[src/rtl/ibf_pkg.sv]
`timescale 1ns/1ps
package ibf_pkg;
  typedef enum logic [2:0] {
    S_IDLE, S_REQ, S_ADDR, S_DATA, S_GAP, S_REL, S_FIN
  } ibf_state_e;

  // Number of bus tenures for a structure size.
  function automatic int unsigned tenures_for(input logic wide);
    return wide ? 4 : 3;
  endfunction

  // Number of DWords actually kept for a structure size.
  function automatic int unsigned kept_for(input logic wide);
    return wide ? 7 : 6;
  endfunction

  // Byte offset of a transfer relative to the aligned base.
  function automatic int unsigned offset_of(input int unsigned ten, input int unsigned beat);
    return ten * 8 + beat * 4;
  endfunction
endpackage

[src/rtl/ibf_fsm.sv]
`timescale 1ns/1ps
module ibf_fsm
  import ibf_pkg::*;
#(
  parameter int TENW = 2
) (
  input  logic            clk,
  input  logic            rst_n,
  input  logic            start,
  input  logic            wide_in,
  input  logic            burst_in,
  input  logic            bus_gnt,
  input  logic            data_rdy,
  output ibf_state_e      state,
  output logic [TENW-1:0] ten,
  output logic            beat,
  output logic            wide_q,
  output logic            burst_q,
  output logic            load
);
  logic [TENW-1:0] last_ten;
  logic            ack;

  assign load     = (state == S_IDLE) && start;
  assign ack      = (state == S_DATA) && data_rdy;
  assign last_ten = TENW'(tenures_for(wide_q) - 1);

  always_ff @(posedge clk or negedge rst_n) begin
    if (!rst_n) begin
      state   <= S_IDLE;
      ten     <= '0;
      beat    <= 1'b0;
      wide_q  <= 1'b0;
      burst_q <= 1'b0;
    end else begin
      case (state)
        S_IDLE: if (start) begin
          wide_q  <= wide_in;
          burst_q <= burst_in;
          ten     <= '0;
          beat    <= 1'b0;
          state   <= S_REQ;
        end
        S_REQ:  if (bus_gnt) state <= S_ADDR;
        S_ADDR: state <= S_DATA;
        S_DATA: if (ack) begin
          if (!beat) begin
            beat  <= 1'b1;
            state <= burst_q ? S_DATA : S_GAP;
          end else begin
            beat  <= 1'b0;
            state <= S_REL;
          end
        end
        S_GAP:  state <= S_ADDR;
        S_REL:  if (!bus_gnt) begin
          if (ten == last_ten) state <= S_FIN;
          else begin
            ten   <= ten + 1'b1;
            state <= S_REQ;
          end
        end
        S_FIN:  state <= S_IDLE;
        default: state <= S_IDLE;
      endcase
    end
  end
endmodule

[src/rtl/ibf_addr_gen.sv]
`timescale 1ns/1ps
module ibf_addr_gen
  import ibf_pkg::*;
#(
  parameter int AW   = 32,
  parameter int TENW = 2
) (
  input  logic            clk,
  input  logic            rst_n,
  input  logic            load,
  input  logic [AW-1:0]   base_in,
  input  logic [TENW-1:0] ten,
  input  logic            beat,
  output logic [AW-1:0]   cur_addr
);
  logic [AW-1:0] base_q;

  always_ff @(posedge clk or negedge rst_n) begin
    if (!rst_n)    base_q <= '0;
    else if (load) base_q <= {base_in[AW-1:2], 2'b00};
  end

  assign cur_addr = base_q + AW'(offset_of(int'(ten), int'(beat)));
endmodule

[src/rtl/ibf_wr_gate.sv]
`timescale 1ns/1ps
module ibf_wr_gate
  import ibf_pkg::*;
#(
  parameter int DW   = 32,
  parameter int TENW = 2,
  parameter int IDXW = 3
) (
  input  logic            ack,
  input  logic            wide_q,
  input  logic [TENW-1:0] ten,
  input  logic            beat,
  input  logic [DW-1:0]   rd_data,
  output logic            wr_en,
  output logic [IDXW-1:0] wr_idx,
  output logic [DW-1:0]   wr_data
);
  logic keep;

  assign wr_idx  = IDXW'({ten, beat});
  assign keep    = int'(wr_idx) < int'(kept_for(wide_q));
  assign wr_en   = ack && keep;
  assign wr_data = rd_data;
endmodule

[src/rtl/ibf_fetch_seq.sv]
`timescale 1ns/1ps
module ibf_fetch_seq
  import ibf_pkg::*;
#(
  parameter int AW   = 32,
  parameter int DW   = 32,
  parameter int TENW = 2,
  parameter int IDXW = TENW + 1
) (
  input  logic            clk,
  input  logic            rst_n,
  input  logic            start,
  input  logic [AW-1:0]   base_addr,
  input  logic            struct_wide,
  input  logic            burst_en,
  output logic            bus_req,
  input  logic            bus_gnt,
  output logic            cyc,
  output logic            addr_valid,
  output logic [AW-1:0]   addr,
  output logic            data_phase,
  input  logic            data_rdy,
  input  logic [DW-1:0]   rd_data,
  output logic            wr_en,
  output logic [IDXW-1:0] wr_idx,
  output logic [DW-1:0]   wr_data,
  output logic            done
);
  ibf_state_e      state;
  logic [TENW-1:0] ten;
  logic            beat;
  logic            wide_q;
  logic            burst_q;
  logic            load;
  logic            ack;
  logic [AW-1:0]   cur_addr;

  ibf_fsm #(.TENW(TENW)) u_fsm (
    .clk(clk), .rst_n(rst_n), .start(start), .wide_in(struct_wide),
    .burst_in(burst_en), .bus_gnt(bus_gnt), .data_rdy(data_rdy),
    .state(state), .ten(ten), .beat(beat), .wide_q(wide_q),
    .burst_q(burst_q), .load(load)
  );

  ibf_addr_gen #(.AW(AW), .TENW(TENW)) u_addr (
    .clk(clk), .rst_n(rst_n), .load(load), .base_in(base_addr),
    .ten(ten), .beat(beat), .cur_addr(cur_addr)
  );

  assign ack = (state == S_DATA) && data_rdy;

  ibf_wr_gate #(.DW(DW), .TENW(TENW), .IDXW(IDXW)) u_wr (
    .ack(ack), .wide_q(wide_q), .ten(ten), .beat(beat), .rd_data(rd_data),
    .wr_en(wr_en), .wr_idx(wr_idx), .wr_data(wr_data)
  );

  assign bus_req    = (state == S_REQ) || (state == S_ADDR) ||
                      (state == S_DATA) || (state == S_GAP);
  assign cyc        = (state == S_ADDR) || (state == S_DATA);
  assign addr_valid = (state == S_ADDR);
  assign addr       = addr_valid ? cur_addr : '0;
  assign data_phase = (state == S_DATA);
  assign done       = (state == S_FIN);
endmodule

[config.mk]
export PLATFORM = sky130hd
export DESIGN_NAME = ibf_fetch_seq
export DESIGN_NICKNAME = d
export VERILOG_FILES = /design/src/rtl/ibf_pkg.sv /design/src/rtl/ibf_fsm.sv /design/src/rtl/ibf_addr_gen.sv /design/src/rtl/ibf_wr_gate.sv /design/src/rtl/ibf_fetch_seq.sv
export SDC_FILE = /design/constraint.sdc
export NUM_CORES = 1
export LEC_CHECK = 0
export ABC_AREA = 1
export ABC_CLOCK_PERIOD_IN_PS = 1650
export BUFFER_PORTS_ARGS = -buffer_cell sky130_fd_sc_hd__buf_4
export CORE_MARGIN = 2
export CORE_UTILIZATION = 43
export DETAILED_ROUTE_END_ITERATION = 16
export GPL_ROUTABILITY_DRIVEN = 0
export HOLD_SLACK_MARGIN = 0.03
export PLACE_DENSITY = 0.78
export SYNTH_ARGS = -nofsm -noshare
export SYNTH_HDL_FRONTEND = slang
export SYNTH_SLANG_ARGS = --single-unit
[constraint.sdc]
create_clock -name clk -period 1.65 [get_ports clk]
set_input_delay 0 -clock clk [delete_from_list [all_inputs] [get_ports clk]]
set_output_delay 0 -clock clk [all_outputs]
set_load 0.05 [all_outputs]
======== Word level (Yosys, flattened, before mapping) ========
Index checks and enable logic that the tools add are counted.
cells by class
  multiplexer cells ....................... 19
  $add $sub $neg .......................... 4
  magnitude comparators ................... 1
  reductions and logical operators ........ 14
  equal/unequal tests ..................... 12
operator list
  operator             count
  $add 32x32->32       1
  $lt 4x32->1          1
  $mux 32              1
  $mux 3               7
  $pmux 3 s6           1
  $eq 3x3->1 const B   3
  $mux 2               4
  $ne 2x2->1 const B   4
  $reduce_and 4->1     2
  $add 5x3->6          1
  $eq 3x2->1 const B   2
  $logic_or 1x1->1     4
  $mux 1               4
  $pmux 2 s2           1
  $reduce_bool 2->1    2
  $eq 3x1->1 const B   1
  $logic_and 1x1->1    3
  $logic_not 3->1      1
  $reduce_and 3->1     1
  $add 2x1->2 const B  1
  $eq 2x2->1           1
  $ne 2x1->1 const B   1
  $pmux 1 s2           1
  $reduce_and 2->1     1
  $sub 2x1->2 const B  1
word-level totals
  register bits after elaboration ......... 38
  word-level logic and storage cells ...... 56
  input bits .............................. 71
  output and inout bits ................... 73

======== Depth between registers and ports, before layout ========
  depth in word-level cells ............... 6
  mapped depth ............................ 12

======== Hierarchy ========
From an unflattened synthesis, not the netlist that was laid out.
unflattened totals
  cells, all modules ...................... 500
  area total of the unflattened synthesis .. 3331.9 µm²
modules (own cells, without submodules)
  module         instances  cells each  area an instance (µm²)
  ibf_addr_gen   1          297         2099.5
  ibf_fsm        1          81          526.8
  ibf_fetch_seq  1          81          415.4
  ibf_wr_gate    1          41          290.3

======== Least setup slack after synthesis ========
OpenSTA, ideal clock, no wires.
  kind .................................... reg-to-output
  from .................................... register u_fsm.ten[0]
  to ...................................... output addr[6]
  path buffers ............................ 0
  data arrival time ....................... 2.755 ns
  data required time ...................... 1.650 ns
  slack ................................... -1.105 ns
  stages on the path, launching flop included .. 8
  path through ............................ dfrtp_1 -> inv_1 -> fa_1 -> inv_1 -> nand3_1 -> nand2_2 -> nor2_1 -> nor3b_1
between the ends
  longest elaborated chain between the ends .. 3
ends and longest elaborated chain
  what                    RTL line             source
  start, declared         ibf_fsm.sv:15        output logic [TENW-1:0] ten,
  start signal, assigned  ibf_fsm.sv:59        ten <= ten + 1'b1;
  $add 5x3->6             ibf_pkg.sv:19        return ten * 8 + beat * 4;
  $add 32x32->32          ibf_addr_gen.sv:23   assign cur_addr = base_q + AW'(offset_of(int'(ten), int'(beat)));
  $mux 32                 ibf_fetch_seq.sv:61  assign addr = addr_valid ? cur_addr : '0;
  end, declared           ibf_fetch_seq.sv:20  output logic [AW-1:0] addr,
No other way between the ends.

======== Worst setup path in the final report ========
  from .................................... register u_addr.base_q[2]
  to ...................................... output addr[30]
between the ends
  longest elaborated chain between the ends .. 2
ends and longest elaborated chain
  what                    RTL line             source
  start, declared         ibf_addr_gen.sv:16   logic [AW-1:0] base_q;
  start signal, assigned  ibf_addr_gen.sv:20   else if (load) base_q <= {base_in[AW-1:2], 2'b00};
  $add 32x32->32          ibf_addr_gen.sv:23
  $mux 32                 ibf_fetch_seq.sv:61
No other way between the ends.

==> reports/results.ini <==
[floorplan]
fp.dieW_um = 89.02
top_level_ports = 144
rows = 30
die_h_um = 89.02
initial_utilization = 0.4500
fp.coreArea_sq_um = 6907
dieArea_sq_um = 7924

[clocking]
clk_latency_ns = 0.30
cts_root_buf = clkbuf_8
cts_max_level = 2
cts_buffers = 5
cts_tree = yes
cts_sinks = 38
clkTransAtPathRegs_ns = 0.08
cts_buffer_depth = 2

[final_layout]
fill_cells = 451
design_area_sq_um = 5316
mostFrequentLayoutCell = nand2_1
n_antenna_cell = 0
final-seq-area_sq_um = 957.2
synthToLayoutAreaGrowth_pct = 71.05
final_cell_mix = nand2_1, dlygate4sd3_1, buf_4
drive_gt1_frac = 0.4661
nNetsFinal = 650
multi_input_area_sq_um = 2238

[routing]
drc = 0
routedWlPerCell_um = 15.96
vias = 3451
ant_nets = 0
drt-initial-drc-count = 243
firstDrtPassIters = 4
viasPerCell = 5.143
routed_wl_um = 10710

[sta]
finalHoldViolations = 0
slew_viol_final = 0
worst_slack_ns = -0.5446
slew_headroom = 0.6443
finClkSkew_ns = 0.007542
max_freq_ghz = 0.4557
rsz0062_at_grt = yes
fin_crit_ns = 2.195
tightest_slew_ns = 0.5335
setup_viol_count_final = 29
finalCritPeriodShare = 1.330

[worst_setup_path]
cp_max_fo = 5
r2r-start = u_fsm.state[0]$_DFFE_PN0P_
critical_path_class = flop to output port
r2r_end = u_addr.base_q[10]$_DFFE_PN0P_
worst_setup_path_end_kind = output port
cp-start-kind = flop
rr_worst_depth = 6
worstPathArrival_ns = 2.19
crit_required_ns = 1.65
regToRegSetupSlack_ns = 0.06

[synth]
yosysUniqueCellTypes = 31
syn_area_per_cell_sq_um = 7.145
synthTopCellsByArea = dfrtp_1, nand2_1, nor2_1
synth_top_area_frac = 0.3060
ys_warn_count = 0
yosys.area.top_type = dfrtp_1
seq_area_frac_synth = 0.3060
postSynthCellCount = 435
synth-seq-cells = 38
synth_area_sq_um = 3108

[global_route]
grt_pass1_vias = 3481
grt_pass1_wl_um = 15640
grt_overflow = 0
globalRouteTotalUtil = 0.2531
grt_max_degree = 49
antenna_found_initial = 0

[status]
failed_checks = negative setup slack
status = finished with violations

[power_and_ir_drop]
ir_drop_mv = 1.871
power_density_nw_per_um2 = 1791
p_leak_uw = 0.002359

[placed_design]
pre_cts_ws_ns = -0.2559
dp_hpwl_um = 6403
portBuffers = 75
placed_area_sq_um = 4021

[run]
max_cap_violations = 0

[min_path]
hold_path_class = input pin to async pin

[report_power, final]
part / switching, uW / internal, uW
clock network: 365 / 646
registers: 613 / 1370
logic: 4040 / 2480
[metal layers]
| layer | global-route usage | part of all wire |
|---|---|---|
| met1 | 0.2843 | 0.38 |
| met2 | 0.4817 | 0.53 |
| met3 | 0.04524 | 0.068 |
| met4 | 0.08005 | 0.022 |
| met5 | 0 | 0 |
[area by class of cell]
cell class                      instances  area share
Multi-Input combinational cell        311      0.4210
Timing Repair Buffer                  174      0.3173
Sequential cell                        38      0.1800
Inverter                               44     0.03224
Tap cell                               96     0.02259
Clock buffer                            6     0.01553
Clock inverter                          2     0.01130
[state kept, by name (all words and copies together) (netlist names)]
signal and flops:
u_fsm.wide_q 1, u_fsm.beat 1, u_fsm.ten 2, u_addr.base_q 30
u_fsm.burst_q 1, u_fsm.state 3
[kinds of logic (layout without fill, tap and decap cells)]
group	after synthesis	count (layout)	share of synthesized area
AOI/OAI and AO/OA	51	51	0.1027
xor gates and xnor gates	2	2	0.005637
adders and majority gates	5	5	0.02255
buffers and inverters	87	226	0.1683
DFF	38	38	0.3060
muxes	17	17	0.08212
other	1	2	0.001207
and+or+nand+nor	234	234	0.3116
[synthesized netlist by cell type, drive strengths merged]
master and count:
a21boi 1, a21oi 33, buf 43, conb 1
dfrtp 38, fa 1, ha 4, inv 44
mux2 17, nand2 114, nand3 23, nand4 2
nor2 89, nor3 4, nor3b 1, o21a 1
o21ai 15, o21bai 1, or2 1, xor2 2
[stage by stage]
step | utilization | instances | TNS [ns] | hold WS (ns) | power, uW
floorplan | - | 436 | -2.381 | -0.2956 | 6323
global placement | 0.5822 | 585 | -1.876 | 0.0003700 | 7319
detailed placement | 0.5822 | 585 | -2.821 | 0.0003700 | 7429
CTS | 0.7355 | 663 | -10.43 | 0.2008 | 9085
global route | 0.7697 | 671 | -13.16 | 0.2259 | 9988
finish | 0.7697 | 671 | -10.76 | 0.2048 | 9519
[repair_timing]
item                                    in CTS  in global routing
endpoints found under the hold margin      104                  0
resized for setup                           63                 48
buffers inserted                             3                  9
hold buffers                                67                  0
endpoints found under the setup margin      30                 30
pin swaps                                   28                 25
gates cloned                                 0                  0
[worst max-delay path, stage by stage (launching register included)]
cell and delay, ns:
dfrtp_1 0.36, ha_2 0.20, inv_2 0.04, fa_2 0.32, inv_2 0.07, nand3_2 0.08, nand2_4 0.16, inv_2 0.06
nor2_4 0.10, nand2_1 0.06, nand2_1 0.10, nand2_2 0.08, nor2_4 0.10, buf_8 0.15
[how the worst max path moves through the flow]
stage                                       from       end  slack (ns)  cells past startpoint
finish              u_addr.base_q[2]$_DFFE_PN0P_  addr[30]       -0.54                     13
global route              u_fsm.beat$_DFFE_PN0P_  addr[30]       -0.65                     13
CTS                       u_fsm.beat$_DFFE_PN0P_  addr[20]       -0.49                     13
detailed placement        u_fsm.beat$_DFFE_PN0P_  addr[30]       -0.26                     13
global placement    u_addr.base_q[2]$_DFFE_PN0P_  addr[20]       -0.19                     13
floorplan               u_fsm.ten[0]$_DFFE_PN0P_  addr[20]       -0.20                     11
Note: power is estimated with default switching activity, not from simulation.
